File: config.mk
export PLATFORM = sky130hd
export DESIGN_NAME = entropy_req_seq
export DESIGN_NICKNAME = d
export VERILOG_FILES = /design/src/rtl/entropy_req_seq.sv
export SDC_FILE = /design/constraint.sdc
export NUM_CORES = 1
export LEC_CHECK = 0
export BUFFER_PORTS_ARGS = -buffer_cell sky130_fd_sc_hd__buf_4
export CORE_MARGIN = 1
export CORE_UTILIZATION = 54
export CTS_CLUSTER_DIAMETER = 200
export CTS_CLUSTER_SIZE = 12
export DETAILED_ROUTE_END_ITERATION = 6
export PLACE_DENSITY = 0.83
export SYNTH_ARGS = -nofsm -noshare
export SYNTH_HDL_FRONTEND = slang
export SYNTH_SLANG_ARGS = --single-unit
File: constraint.sdc
create_clock -name clk_i -period 5.4 [get_ports clk_i]
set_clock_uncertainty 0.2 [all_clocks]
set_input_delay 0.54 -clock clk_i [delete_from_list [all_inputs] [get_ports clk_i]]
set_output_delay 0.54 -clock clk_i [all_outputs]
set_load 0.005 [all_outputs]
File: src/rtl/entropy_req_seq.sv
`timescale 1ns/1ps
module entropy_req_seq #(
  parameter int unsigned WORD_W  = 32,
  parameter int unsigned CNT_W   = 32,
  parameter int unsigned LEN_LSB = 4,
  parameter int unsigned LEN_W   = 4,
  parameter logic [WORD_W-1:0] BOOT_INS_CMD = 32'h0000_0001,
  parameter logic [WORD_W-1:0] BOOT_GEN_CMD = 32'h00FF_F003
) (
  input  logic              clk_i,
  input  logic              rst_ni,
  input  logic              enable_i,
  input  logic              boot_mode_i,
  input  logic              auto_mode_i,
  input  logic [CNT_W-1:0]  max_reqs_i,
  input  logic [WORD_W-1:0] rsd_word_i,
  output logic              rsd_pop_o,
  input  logic [WORD_W-1:0] gen_word_i,
  output logic              gen_pop_o,
  input  logic              sw_cmd_vld_i,
  input  logic [WORD_W-1:0] sw_cmd_word_i,
  output logic              cmd_vld_o,
  output logic [WORD_W-1:0] cmd_word_o,
  input  logic              cmd_rdy_i,
  input  logic              ack_i,
  input  logic              ack_sts_i,
  output logic              busy_o,
  output logic              done_o,
  output logic              cmd_sts_o,
  output logic              boot_ack_o,
  output logic              fatal_err_o
);
  localparam logic [5:0] S_IDLE = 6'b001011;
  localparam logic [5:0] S_SEND = 6'b110001;
  localparam logic [5:0] S_WAIT = 6'b010110;
  localparam logic [5:0] S_HOLD = 6'b101100;
  localparam logic [5:0] S_ERR  = 6'b111111;

  localparam logic [2:0] SRC_BI  = 3'd0;
  localparam logic [2:0] SRC_BG  = 3'd1;
  localparam logic [2:0] SRC_RSD = 3'd2;
  localparam logic [2:0] SRC_GEN = 3'd3;
  localparam logic [2:0] SRC_SW  = 3'd4;

  logic [5:0]        state_q, state_d;
  logic [2:0]        src_q, src_d;
  logic [CNT_W-1:0]  cnt_q, cnt_d;
  logic [LEN_W-1:0]  left_q;
  logic              first_q;
  logic [WORD_W-1:0] sw_word_q;
  logic              done_q, sts_q, boot_ack_q, fatal_q;

  wire auto_on  = enable_i & auto_mode_i;
  wire boot_on  = enable_i & boot_mode_i;
  wire hs       = (state_q == S_SEND) & cmd_rdy_i;
  wire ack_hit  = (state_q == S_WAIT) & ack_i;
  wire multi    = (src_q == SRC_RSD) | (src_q == SRC_GEN);
  wire [LEN_W-1:0] len_first = cmd_word_o[LEN_LSB +: LEN_W];
  wire last_word = first_q ? (!multi || len_first == '0) : (left_q == LEN_W'(1));

  wire [CNT_W-1:0] base     = (ack_hit && src_q == SRC_GEN) ? cnt_q : max_reqs_i;
  wire [2:0]       pick_src = (base == '0) ? SRC_RSD : SRC_GEN;
  wire [CNT_W-1:0] pick_cnt = (base == '0) ? base : base - CNT_W'(1);

  always_comb begin
    case (src_q)
      SRC_BI:  cmd_word_o = BOOT_INS_CMD;
      SRC_BG:  cmd_word_o = BOOT_GEN_CMD;
      SRC_RSD: cmd_word_o = rsd_word_i;
      SRC_GEN: cmd_word_o = gen_word_i;
      default: cmd_word_o = sw_word_q;
    endcase
  end

  always_comb begin
    state_d = state_q;
    src_d   = src_q;
    cnt_d   = cnt_q;
    case (state_q)
      S_IDLE: begin
        if (boot_on) begin
          src_d = SRC_BI; state_d = S_SEND;
        end else if (auto_on) begin
          src_d = pick_src; cnt_d = pick_cnt; state_d = S_SEND;
        end else if (enable_i && sw_cmd_vld_i) begin
          src_d = SRC_SW; state_d = S_SEND;
        end
      end
      S_SEND: if (hs && last_word) state_d = S_WAIT;
      S_WAIT: if (ack_i) begin
        case (src_q)
          SRC_BI: begin
            if (enable_i) begin src_d = SRC_BG; state_d = S_SEND; end
            else state_d = S_IDLE;
          end
          SRC_BG, SRC_RSD, SRC_GEN: begin
            if (src_q == SRC_RSD) cnt_d = max_reqs_i;
            if (auto_on) begin
              src_d = pick_src; cnt_d = pick_cnt; state_d = S_SEND;
            end else begin
              state_d = (src_q == SRC_BG && boot_on) ? S_HOLD : S_IDLE;
            end
          end
          SRC_SW:  state_d = S_IDLE;
          default: state_d = S_ERR;
        endcase
      end
      S_HOLD: begin
        if (auto_on) begin
          src_d = pick_src; cnt_d = pick_cnt; state_d = S_SEND;
        end else if (!boot_on) state_d = S_IDLE;
      end
      S_ERR:   state_d = S_ERR;
      default: state_d = S_ERR;
    endcase
  end

  always_ff @(posedge clk_i or negedge rst_ni) begin
    if (!rst_ni) begin
      state_q    <= S_IDLE;
      src_q      <= SRC_SW;
      cnt_q      <= '0;
      left_q     <= '0;
      first_q    <= 1'b1;
      sw_word_q  <= '0;
      done_q     <= 1'b0;
      sts_q      <= 1'b0;
      boot_ack_q <= 1'b0;
      fatal_q    <= 1'b0;
    end else begin
      state_q <= state_d;
      src_q   <= src_d;
      cnt_q   <= cnt_d;
      if (state_q == S_IDLE && state_d == S_SEND && src_d == SRC_SW) sw_word_q <= sw_cmd_word_i;
      if (state_d == S_SEND && state_q != S_SEND) first_q <= 1'b1;
      else if (hs) first_q <= 1'b0;
      if (hs) left_q <= first_q ? len_first : left_q - LEN_W'(1);
      done_q <= ack_hit;
      if (ack_i) sts_q <= ack_sts_i;
      if (!enable_i) boot_ack_q <= 1'b0;
      else if (ack_hit && src_q == SRC_BI) boot_ack_q <= 1'b1;
      if (state_d == S_ERR) fatal_q <= 1'b1;
    end
  end

  assign cmd_vld_o   = (state_q == S_SEND);
  assign rsd_pop_o   = hs & (src_q == SRC_RSD);
  assign gen_pop_o   = hs & (src_q == SRC_GEN);
  assign busy_o      = ((state_q == S_SEND) | (state_q == S_WAIT)) & (src_q != SRC_SW);
  assign done_o      = done_q;
  assign cmd_sts_o   = sts_q;
  assign boot_ack_o  = boot_ack_q;
  assign fatal_err_o = fatal_q;
endmodule

# Yosys cells after proc, flatten, opt, wreduce, memory -nomap -nowiden
# Index checks and enable logic that the tools add are counted.
[totals] word_cells=94 regBits=82
[op_classes] add_sub_neg=2 bitwise_logic=9 eq_ne=19 reduce_logical=17 n_mux=37
[op_table] operator="2-to-1 mux 32 bit" count=8
[op_table] operator="one-hot mux 32 bit (4 select lines)" count=1
[op_table] operator="one-hot mux 32 bit (3 select lines)" count=1
[op_table] operator="2-to-1 mux 6 bit" count=10
[op_table] operator="zero test 32 bit" count=1
[op_table] operator="subtractor 32 x 1 -> 32 bit (second input constant)" count=1
[op_table] operator="equality test 6 bit (second input constant)" count=4
[op_table] operator="one-hot mux 6 bit (4 select lines)" count=1
[op_table] operator="2-to-1 mux 3 bit" count=6
[op_table] operator="one-hot mux 6 bit (3 select lines)" count=1
[op_table] operator="one-hot mux 3 bit (3 select lines)" count=1
[op_table] operator="logical AND 1 bit" count=8
[op_table] operator="AND 1 bit" count=7
[op_table] operator="equality test 3 x 2 -> 1 bit (second input constant)" count=2
[op_table] operator="equality test 3 bit (second input constant)" count=2
[op_table] operator="equality test 6 x 4 -> 1 bit (second input constant)" count=1
[op_table] operator="equality test 6 x 5 -> 1 bit (second input constant)" count=1
[op_table] operator="2-to-1 mux 1 bit" count=6
[op_table] operator="inequality test 6 bit (second input constant)" count=1
[op_table] operator="one-hot mux 3 bit (2 select lines)" count=1
[op_table] operator="AND reduction 5 bit" count=1
[op_table] operator="equality test 4 x 1 -> 1 bit (second input constant)" count=1
[op_table] operator="zero test 4 bit" count=1
[op_table] operator="2-to-1 mux 4 bit" count=1
[op_table] operator="other kinds (13)" count=16

# Depth between registers and ports, before layout
# Gate-level depths: netlist of the first run.
[logic_depth] depth_word=12 depth_mapped=18 depth_no_buf=12

# Least setup slack after synthesis of the first run
# Ideal clock, no wire load.
[synth_path] path_type="input to register" from="input port ack_i" to="register cnt_q[22]" setup_time_ns=0.118 slack_ns=0.676 cell_stages=17 n_path_buf=5 required_ns=5.082 arrival_time_ns=4.406 cell_sequence="clkbuf_1 and4b_1 nand3_1 buf_1 clkbuf_1 buf_1 mux2i_1 ha_1 buf_1 nand2b_1 or4_1 or2_1 o22a_1 a2111oi_4 mux2i_1 mux2i_1 a21o_1"
[synth_via] elab_chain_cells=9
[synth_lines] item="start, declared" line_no="25" text="input logic ack_i,"
[synth_lines] item="AND 1 bit" line_no="56" text="wire ack_hit = (state_q == S_WAIT) & ack_i;"
[synth_lines] item="logical AND 1 bit" line_no="61" text="wire [CNT_W-1:0] base = (ack_hit && src_q == SRC_GEN) ? cnt_q : max_reqs_i;"
[synth_lines] item="2-to-1 mux 32 bit" line_no="61"
[synth_lines] item="subtractor 32 x 1 -> 32 bit / zero test 32 bit (equally long branches)" line_no="63" text="wire [CNT_W-1:0] pick_cnt = (base == '0) ? base : base - CNT_W'(1);"
[synth_lines] item="2-to-1 mux 32 bit" line_no="63"
[synth_lines] item="2-to-1 mux 32 bit" line_no="98" text="if (auto_on) begin"
[synth_lines] item="2-to-1 mux 32 bit" line_no="91" text="case (src_q)"
[synth_lines] item="2-to-1 mux 32 bit" line_no="90" text="S_WAIT: if (ack_i) begin"
[synth_lines] item="one-hot mux 32 bit (3 select lines)" line_no="79" text="case (state_q)"
[synth_lines] item="end signal, assigned" line_no="133" text="cnt_q <= cnt_d;"
[synth_lines] item="end, declared" line_no="47" text="logic [CNT_W-1:0] cnt_q, cnt_d;"
# Several ways; a longest one is shown, not always the timed one. The select of a mux whose other input is x is not followed.
# A chain may end at the register's enable or synchronous reset.

# Worst setup path in the final report of the first run
[layout_path] from="register src_q[1]" to="register cnt_q[22]"
[layout_via] elab_chain_cells=9
[layout_lines] item="start, declared" line_no="46" text="logic [2:0] src_q, src_d;"
[layout_lines] item="start signal, assigned" line_no="132" text="src_q <= src_d;"
[layout_lines] item="equality test 3 x 2 -> 1 bit" line_no="61, 91"
[layout_lines] item="logical AND 1 bit" line_no="61"
[layout_lines] item="2-to-1 mux 32 bit" line_no="61"
[layout_lines] item="subtractor 32 x 1 -> 32 bit / zero test 32 bit (equally long branches)" line_no="63"
[layout_lines] item="2-to-1 mux 32 bit" line_no="63"
[layout_lines] item="2-to-1 mux 32 bit" line_no="98"
[layout_lines] item="2-to-1 mux 32 bit" line_no="91"
[layout_lines] item="2-to-1 mux 32 bit" line_no="90"
[layout_lines] item="one-hot mux 32 bit (3 select lines)" line_no="79"
# Several ways; a longest one is shown, not always the timed one. The select of a mux whose other input is x is not followed.

==> impl_metrics.yaml, run 1 <==
synthesis:
  average_size_of_a_mapped_cell_um2: 7.84
  synth_area_leaders: "sky130_fd_sc_hd__dfrtp_1 28%, sky130_fd_sc_hd__mux2_2 6.3%, sky130_fd_sc_hd__o21ai_0 6.3%"
  synthArstFlopShare: 1.00
  synth_top_flop_cell: "sky130_fd_sc_hd__dfrtp_1"
  synth_most_common_cell: "sky130_fd_sc_hd__nand2_1"
  synth_top_cell_area_share: 0.284
  yosys.cell_types.count: 67
  synth.cells.most_frequent: "96 x sky130_fd_sc_hd__nand2_1, 85 x sky130_fd_sc_hd__o21ai_0, 77 x sky130_fd_sc_hd__dfrtp_1"
  syn_inst: 865
  synth.yosys.warnings: 0
  ys_ff_latch: 82
  synth.cell_area_um2: 6780
  number_of_flops_mapped_to_enable_cells_by_yosys: 0
  synthesis.nets: 1005
  yosysSeqAreaShare: 0.304
  synth_area_leader_cell: "sky130_fd_sc_hd__dfrtp_1"
cells_and_area:
  n_antenna_cell: 0
  area.sequential_um2: 2060
  final_layout_size_suffix_gt1_frac: 0.267
  design.final.nets: 1139
  total_area_of_multi_input_combinational_cells_um2: 4430
  final.fill_count: 1003
  area_growth_pct: 24.8
sta:
  timing.fmax_mhz: 236
  number_of_hold_violations_in_the_final_report: 0
  period_minus_slack_ns: 4.25
  maxSlewViolCount: 0
  finalSetupViolations: 0
  min_period_over_period: 0.786
  slew_headroom: 0.302
  final_layout_setup_total_negative_slack_ns: 0
  unrepaired_setup_endpoints_after_global_routing: "false"
  tightest_slew_ns: 1.04
worst_hold_path:
  hold_path.class: "in2reg"
die:
  die_h_um: 114
  top_level_i_o_count: 177
  die-area_um2: 13000
  floorplan.core_area_um2: 12100
  placement_rows: 40
  initial_utilization: 0.560
  floorplan.die.width_um: 114
clock_network:
  max-clock-path-buffers: 2
  cts_tree: "built"
  htree_num_levels: 3
  numCtsBuffers: 9
  cts_repair_resize_count: 0
  clock_insertion_delay_worst_skew_ns: 0.35
  clock_transition_at_the_register_clock_pins_on_the_worst_setup_and_hold_paths_after_cts_ns: 0.06
  clock_sink_count: 82
  clk_root_buffer_cell: "sky130_fd_sc_hd__clkbuf_16"
setup_path:
  timing.critical_path.fanout_max: 24
  worst_ep_arrival_time_ns: 4.29
  crit_required_ns: 5.44
  critPathCaptureType: "register"
  critPathLaunchType: "register"
  criticalPathCategory: "reg2reg"
routing:
  routedWlPerCell_um: 18.3
  detail_route.vias_per_cell: 6.50
  post-route-drc-count: 0
  detail_route.wirelength_um: 21400
  vias: 7617
  first_iter_violations: 970
  detailedRoute.firstPassIterationCount: 7
  detail-route-antenna-nets: 0
power:
  netSwitchingPower_mw: 0.429
  power-per-cell-area_nw_per_um2: 180
  clock_power_share: 0.388
  vdd.ir_drop.worst_mv: 0.133
  total_power_mw: 1.52
  leakage_nw: 3.71
  netSwitchingFraction: 0.282
  power.internal_mw: 1.09
  share_comb_of_total_power: 0.198
  seqPwrFrac: 0.414
global_routing:
  grt_util_met1: 0.447
  first_pass_grt_wire_length_um: 35300
  grt_antenna_before_repair: 0
  grt_use_met3: 0.0736
  met2_demand_to_capacity_share_in_global_routing: 0.541
  global_route.peak_usage_layer: "met2"
  grt_max_degree: 54
  globalRouteTotalUtil: 0.340
  globalRouteOverflowTotal: 0
  first_global_vias: 7144
run:
  max-cap-violations: 0
place:
  place.port_buffers: 176
  gpl.final_weighted_congestion: 0.978
  dp_hpwl_um: 15000
outcome:
  outcome: "finished clean"
## final timing paths
check	from	to	slack (ns)	depth (start not counted)
worst min register to register	fatal_err_o$_DFFE_PN0N_	fatal_err_o$_DFFE_PN0N_	0.29	1
max in group asynchronous	rst_ni	src_q[0]$_DFF_PN0_	3.48	3
worst min-delay path	sw_cmd_word_i[12]	sw_word_q[12]$_DFFE_PN0P_	0.22	2
worst max-delay path	src_q[1]$_DFF_PN0_	cnt_q[22]$_DFFE_PN0P_	1.15	13
min in group asynchronous	rst_ni	left_q[2]$_DFFE_PN0P_	0.51	2
worst max register to register	src_q[1]$_DFF_PN0_	cnt_q[22]$_DFFE_PN0P_	1.15	13
## worst max-delay path, stage by stage (launching register included)
cell                        delay [ns]
sky130_fd_sc_hd__dfrtp_1          0.32
sky130_fd_sc_hd__buf_4            0.25
sky130_fd_sc_hd__nor2b_1          0.42
sky130_fd_sc_hd__and4_1           0.30
sky130_fd_sc_hd__mux2i_1          0.20
sky130_fd_sc_hd__ha_1             0.36
sky130_fd_sc_hd__nand2b_1         0.08
sky130_fd_sc_hd__or4_1            0.50
sky130_fd_sc_hd__or2_1            0.29
sky130_fd_sc_hd__o22a_1           0.28
sky130_fd_sc_hd__a2111oi_4        0.37
sky130_fd_sc_hd__mux2i_1          0.25
sky130_fd_sc_hd__mux2i_1          0.13
sky130_fd_sc_hd__a21o_1           0.19
## timing repair
item,in CTS,in global routing
hold buffers,1,0
setup buffers,0,0
hold endpoints to repair,35,0
## stage by stage
step / hold slack, ns / cell area [um2] / worst slack [ns] / std cells / utilization
floorplan: 0.0444 / 6780 / 0.676 / 865 / -
global placement: 0.277 / 8180 / 1.38 / 1155 / 0.675
detailed placement: 0.279 / 8180 / 1.24 / 1155 / 0.675
CTS: 0.211 / 8460 / 1.23 / 1172 / 0.699
global route: 0.209 / 8460 / 0.879 / 1172 / 0.699
finish: 0.218 / 8460 / 1.15 / 1172 / 0.699
## cell families after synthesis
logic type,after synthesis,share of synthesized area
multiplexers,80,0.126
AND/OR/NAND/NOR,355,0.272
flip-flops,82,0.304
buffers and inverters,83,0.0469
adder cells (fa/ha/maj),3,0.00554
AO/OA/AOI/OAI,262,0.246
## layout by cell type, fill, tap and decap left out, drive strengths merged, types with 11 or more instances in the layout
| cell type | Yosys | final |
|---|---|---|
| mux2i | 41 | 41 |
| nor2 | 73 | 73 |
| o21ai | 88 | 88 |
| buf | 13 | 190 |
| nand3 | 27 | 27 |
| clkbuf | 55 | 11 |
| nor4 | 21 | 21 |
| mux2 | 39 | 39 |
| or3 | 14 | 14 |
| nor3 | 40 | 40 |
| a21oi | 59 | 59 |
| or4 | 17 | 17 |
| o31ai | 19 | 19 |
| dfrtp | 77 | 77 |
| a2bb2oi | 13 | 13 |
| inv | 15 | 16 |
| nand2 | 96 | 96 |
## layout make-up
class,count,share of cell area
inverters,15,0.00665
clock inverters,5,0.00473
flip-flops and latches,82,0.243
clock buffers,11,0.0275
multi-input cells,700,0.523
repair buffers,191,0.170
well taps,168,0.0248
## power by group through the flow
stage / combinational, mW / sequential, mW / clock, mW
global placement: 0.296 / 0.640 / 0
CTS: 0.301 / 0.629 / 0.595
detailed placement: 0.299 / 0.640 / 0
floorplan: 0.120 / 0.638 / 0
finish: 0.301 / 0.629 / 0.589
global route: 0.329 / 0.630 / 0.621
## routing by layer
metal | part of all wire | vias up
met5 | 0 | -
met4 | 0.027 | 0
met3 | 0.10 | 54
met2 | 0.46 | 468
met1 | 0.41 | 3578
li1 | - | 3517
## registers in the layout, indices dropped and copies added, names as in the netlist
register,cells
boot_ack_o,1
left_q,4
sw_word_q,32
fatal_err_o,1
first_q,1
cnt_q,32
done_o,1
state_q,6
src_q,3
cmd_sts_o,1
(Power assumes the default switching activity.)
==> run 2, diff against run 1 <==
- CORE_UTILIZATION: 54 -> 49
- PLACE_DENSITY: 0.83 -> 0.8
- clock period: 5.4 -> 3.5 ns (I/O delays scaled with it)
==> run 2 against run 1 <==
Compared with the run above:
- the run now ends with DRC, setup timing left
- via count grew 4.5%
- hold slack lost 0.19 ns
- combinational power grew 62%
- first-iteration DRC count shrank 5.9%
- cell area grew 7.7%
- non-clock buffer count grew 53
- critical path depth is the same
- setup slack lost 1.2 ns
- final cell count grew 5.2%
- largest power group unchanged
- highest routed layer unchanged
==> impl_metrics.yaml, run 2 (synthesis results as in run 1) <==
power:
  total_power_mw: 2.37
  vdd.ir_drop.worst_mv: 0.206
  power-per-cell-area_nw_per_um2: 260
  leakage_nw: 4.08
global_routing:
  globalRouteOverflowTotal: 0
  first_global_vias: 7303
  globalRouteTotalUtil: 0.317
  first_pass_grt_wire_length_um: 36100
  grt_max_degree: 62
  grt_antenna_before_repair: 0
cells_and_area:
  most_common_library_cell_in_the_layout_ignoring_fill_and_taps: "sky130_fd_sc_hd__buf_4"
  final_util: 0.683
  layout_top_registers: "cnt_q (32), sw_word_q (32), state_q (6)"
  final_layout_size_suffix_gt1_frac: 0.328
  finalNonFillerCells: 1233
  n_antenna_cell: 0
  area_growth_pct: 34.5
  final.fill_count: 1110
  design.final.nets: 1192
  stdcell_area_um2: 9120
  layout.cells.most_common_list: "236 x sky130_fd_sc_hd__buf_4, 94 x sky130_fd_sc_hd__nand2_1, 76 x sky130_fd_sc_hd__dfrtp_1, 72 x sky130_fd_sc_hd__nor2_1, 69 x sky130_fd_sc_hd__o21ai_0"
die:
  die-area_um2: 14300
  floorplan.core_area_um2: 13300
  floorplan.die.width_um: 120
  die_h_um: 120
  top_level_i_o_count: 177
  placement_rows: 42
  initial_utilization: 0.508
setup_path:
  critPathCaptureType: "register"
  timing.critical_path.mode_cell: "sky130_fd_sc_hd__buf_4"
  critical_path.cell_chain: "nor4bb_4 > buf_4 > nand3_4 > mux2i_1 > ha_2 > buf_4 > and4_1 > nor4b_4 > or2_4 > or3_4 > mux2_4 > a21oi_2 > o21ai_1"
  worst_path_max_delay_cell: "sky130_fd_sc_hd__dfstp_2"
  critPathLaunchType: "register"
  worst_ep_arrival_time_ns: 3.59
  criticalPathCategory: "reg2reg"
  max_stage_delay_ns: 0.53
  timing.critical_path.fanout_max: 7
  crit_required_ns: 3.54
  timing.critical_path.buf_inv: 2
  timing.critical_path.max_delay_family: "simple AND/OR/NAND/NOR gates"
sta:
  finalSetupViolations: 3
  unrepaired_setup_endpoints_after_global_routing: "true"
  min_period_over_period: 1.02
  timing.fmax_mhz: 281
  final_layout_setup_total_negative_slack_ns: -0.0558
  final.hold.worst_slack_ns: 0.0252
  maxSlewViolCount: 0
  tightest_slew_ns: 0.840
  period_minus_slack_ns: 3.55
  finalWorstSetupSlack_ns: -0.0531
  slew_headroom: 0.440
  number_of_hold_violations_in_the_final_report: 0
clock_network:
  clk_root_buffer_cell: "sky130_fd_sc_hd__clkbuf_16"
  cts_tree: "built"
  clock_sink_count: 82
  numCtsBuffers: 9
  clock_transition_at_the_register_clock_pins_on_the_worst_setup_and_hold_paths_after_cts_ns: 0.07
  max-clock-path-buffers: 2
  htree_num_levels: 3
  clock_insertion_delay_worst_skew_ns: 0.36
routing:
  routedWlPerCell_um: 18.6
  first_iter_violations: 913
  post-route-drc-count: 2
  vias: 7960
  detailedRoute.firstPassIterationCount: 7
  detail_route.vias_per_cell: 6.46
  detail-route-antenna-nets: 0
  detail_route.wirelength_um: 22900
place:
  place.port_buffers: 176
  gpl.final_weighted_congestion: 0.919
  dp_hpwl_um: 16000
  dpl_worst_slack_ns: -0.117
  detailed_place.area_um2: 8620
  placedCellCount: 1207
worst_hold_path:
  hold_path.class: "in2reg"
outcome:
  violations: "DRC, setup timing"
  outcome: "complete, but fails checks"
run:
  max-cap-violations: 0
[run 2: changes by cell type in the layout (fill, tap and decap cells not counted), sizes merged]
| cell | delta |
|---|---|
| buf | +53 |
| clkbuf | -1 |
| clkinv | +2 |
| clkinvlp | -1 |
[run 2: timing repair]
action	in CTS	in global routing
buffers inserted	1	8
endpoints found under the hold margin	54	0
cloned	0	0
pin swaps	2	25
setup endpoints to repair	24	26
hold buffers	1	0
resized for setup	3	37
[run 2: path summary, 6_finish.rpt]
kind | slack [ns] | to | from | depth (start not counted)
worst min-delay path | 0.03 | sw_word_q[25]$_DFFE_PN0P_ | sw_cmd_word_i[25] | 2
worst max-delay path | -0.05 | cnt_q[31]$_DFFE_PN0P_ | state_q[1]$_DFF_PN1_ | 13
worst max register to register | -0.05 | cnt_q[31]$_DFFE_PN0P_ | state_q[1]$_DFF_PN1_ | 13
worst min register to register | 0.29 | fatal_err_o$_DFFE_PN0N_ | fatal_err_o$_DFFE_PN0N_ | 1
min in group asynchronous | 0.46 | cnt_q[5]$_DFFE_PN0P_ | rst_ni | 2
max in group asynchronous | 1.93 | sw_word_q[13]$_DFFE_PN0P_ | rst_ni | 3
[run 2: area by class of cell]
class	instances	area, um2	area share
Inverter	15	56.3	0.00618
Timing Repair Buffer	244	1900	0.208
Tap cell	176	220	0.0242
Clock buffer	10	229	0.0251
Clock inverter	6	42.5	0.00467
Sequential cell	82	2060	0.226
Multi-Input combinational cell	700	4610	0.506
[run 2: power breakdown]
part / leakage [nW] / switching (mW) / internal, mW
registers: 1.09 / 0.0114 / 0.961
clock network: 0.129 / 0.424 / 0.483
logic: 2.87 / 0.237 / 0.251
[run 2: routing by layer]
metal / up-vias / wire, um / part of all wire / GRT usage
met3: 79 / 2270 / 0.099 / 0.0670
li1: 3631 / - / - / -
met1: 3773 / 9040 / 0.39 / 0.397
met2: 477 / 11000 / 0.48 / 0.531
met4: 0 / 617 / 0.027 / 0.125
met5: - / 0 / 0 / 0
==> run 3, diff against run 2 <==
- SETUP_SLACK_MARGIN: unset -> 0.05
==> run 3 against run 2 <==
Compared with the run above:
- the flow still finishes with violations (DRC, setup timing)
- global-route usage is 0.48 points lower
- critical endpoint unchanged
- final cell count is 0.41% lower
- largest cell class unchanged
- register-to-register slack hardly changed
- fmax hardly changed
- non-clock buffer count is 6 lower
- critical path type unchanged
- sequential power hardly changed
==> impl_metrics.yaml, run 3 (synthesis results as in run 1) <==
sta:
  finalWorstSetupSlack_ns: -0.0503
  period_minus_slack_ns: 3.55
  slew_headroom: 0.418
  finalSetupViolations: 3
  maxSlewViolCount: 0
  tightest_slew_ns: 0.873
  timing.fmax_mhz: 282
  final.hold.worst_slack_ns: 0.0300
  number_of_hold_violations_in_the_final_report: 0
  min_period_over_period: 1.01
  unrepaired_setup_endpoints_after_global_routing: "true"
routing:
  routedWlPerCell_um: 18.4
  detail_route.vias_per_cell: 6.41
  first_iter_violations: 1026
  post-route-drc-count: 4
  detailedRoute.firstPassIterationCount: 7
  detail-route-antenna-nets: 0
  topRoutingLayerUsed: "met4"
  dr_wl_met2_um: 10700
  route.met3.wl_um: 2240
  vias: 7867
  met1_length_um: 9090
  detail_route.wirelength_um: 22600
clock_network:
  cts_tree: "built"
  clock_sink_count: 82
  clock_transition_at_the_register_clock_pins_on_the_worst_setup_and_hold_paths_after_cts_ns: 0.07
  max-clock-path-buffers: 2
  clock_insertion_delay_worst_skew_ns: 0.35
  clk_root_buffer_cell: "sky130_fd_sc_hd__clkbuf_16"
  htree_num_levels: 3
  numCtsBuffers: 9
die:
  initial_utilization: 0.508
  top_level_i_o_count: 177
  floorplan.die.width_um: 120
  die_h_um: 120
  die-area_um2: 14300
  placement_rows: 42
  floorplan.core_area_um2: 13300
cells_and_area:
  final_layout_size_suffix_gt1_frac: 0.335
  layout_top_registers: "cnt_q (32), sw_word_q (32), state_q (6)"
  area_growth_pct: 35.2
  design.final.nets: 1186
  most_common_library_cell_in_the_layout_ignoring_fill_and_taps: "sky130_fd_sc_hd__buf_4"
  layout.cells.most_common_list: "228 x sky130_fd_sc_hd__buf_4, 93 x sky130_fd_sc_hd__nand2_1, 76 x sky130_fd_sc_hd__dfrtp_1, 72 x sky130_fd_sc_hd__nor2_1, 67 x sky130_fd_sc_hd__o21ai_0"
  stdcell_area_um2: 9160
setup_path:
  crit_required_ns: 3.52
  crit_start: "state_q[1]$_DFF_PN1_"
  worst_path_max_delay_cell: "sky130_fd_sc_hd__dfstp_2"
  criticalPathCategory: "reg2reg"
  critPathCaptureType: "register"
  critical_path.cell_chain: "nor4bb_4 > and4_4 > mux2i_2 > ha_2 > nand2b_1 > or4_4 > nor4_4 > buf_6 > or2_4 > or3_4 > mux2_4 > a21oi_2 > o21ai_1"
  ff2ff_setup_slack_ns: -0.05
  worst_ep_arrival_time_ns: 3.57
  ff_to_ff_start: "state_q[1]$_DFF_PN1_"
  timing.critical_path.fanout_max: 7
  critPathLaunchType: "register"
  max_stage_delay_ns: 0.53
power:
  leakage_nw: 4.09
  vdd.ir_drop.worst_mv: 0.253
  power-per-cell-area_nw_per_um2: 257
run:
  max-cap-violations: 0
global_routing:
  grt_antenna_before_repair: 1
  globalRouteOverflowTotal: 0
  grt_max_degree: 65
  first_global_vias: 7225
  first_pass_grt_wire_length_um: 35600
  globalRouteTotalUtil: 0.312
worst_hold_path:
  holdCritStartpoint: "sw_cmd_word_i[11]"
  hold_path.class: "in2reg"
place:
  place.port_buffers: 176
  detailed_place.area_um2: 8570
  dp_hpwl_um: 15900
  gpl.final_weighted_congestion: 0.910
outcome:
  violations: "DRC, setup timing"
  outcome: "complete, but fails checks"
run 3: what timing repair did:
item / in CTS / in global routing
hold endpoints to repair: 57 / 0
setup endpoints to repair: 28 / 32
buffers inserted: 2 / 5
resized for setup: 6 / 56
hold buffers: 1 / 0
pin swaps: 3 / 24
run 3: final timing paths:
path	end	cells after the start
worst max register to register	cnt_q[31]$_DFFE_PN0P_	13
worst min-delay path	sw_word_q[11]$_DFFE_PN0P_	2
min in group asynchronous	left_q[0]$_DFFE_PN0P_	2
worst min register to register	fatal_err_o$_DFFE_PN0N_	1
max in group asynchronous	sw_word_q[1]$_DFFE_PN0P_	3
worst max-delay path	cnt_q[31]$_DFFE_PN0P_	13
run 3: layout make-up:
cell class	instances	area (um2)
sequential	82	2060
tap	176	220
clock buffer	11	243
fill	1078	4180
antenna	1	2.50
clock inverter	5	31.3
inverter	15	56.3
multi-input combinational	700	4700
timing repair buffer	238	1850
run 3: per-stage QoR:
step / power, mW / TNS [ns] / std cells / util / setup WS (ns)
2_1_floorplan: 1.17 / -7.66 / 865 / - / -0.423
4_1_cts: 2.36 / 0 / 1222 / 0.667 / 0.0266
3_3_place_gp: 1.46 / -0.0345 / 1203 / 0.642 / -0.0238
6_report: 2.36 / -0.0927 / 1228 / 0.687 / -0.0503
5_1_grt: 2.45 / -1.69 / 1228 / 0.687 / -0.148
3_5_place_dp: 1.46 / -0.999 / 1203 / 0.642 / -0.130
run 3: per-layer routing:
metal  track usage  vias up
met5             0        -
met4         0.129        0
met3        0.0594       55
met2         0.517      513
met1         0.398     3685
li1              -     3614
run 3: critical path: cells and delay by family, from the launching register on:
| kind | cells | cell delay (ns) |
|---|---|---|
| AO/OA/AOI/OAI | 2 | 0.17 |
| adder cells (fa/ha/maj) | 1 | 0.22 |
| buffers and inverters | 1 | 0.17 |
| flip-flops | 1 | 0.53 |
| multiplexers | 2 | 0.52 |
| AND/OR/NAND/NOR | 7 | 1.60 |
run 3: power breakdown:
part | switching [mW] | leakage, nW | internal [mW] | total, mW
sequential | 0.0112 | 1.09 | 0.961 | 0.972
combinational | 0.236 | 2.87 | 0.250 | 0.486
clock | 0.401 | 0.135 | 0.498 | 0.899
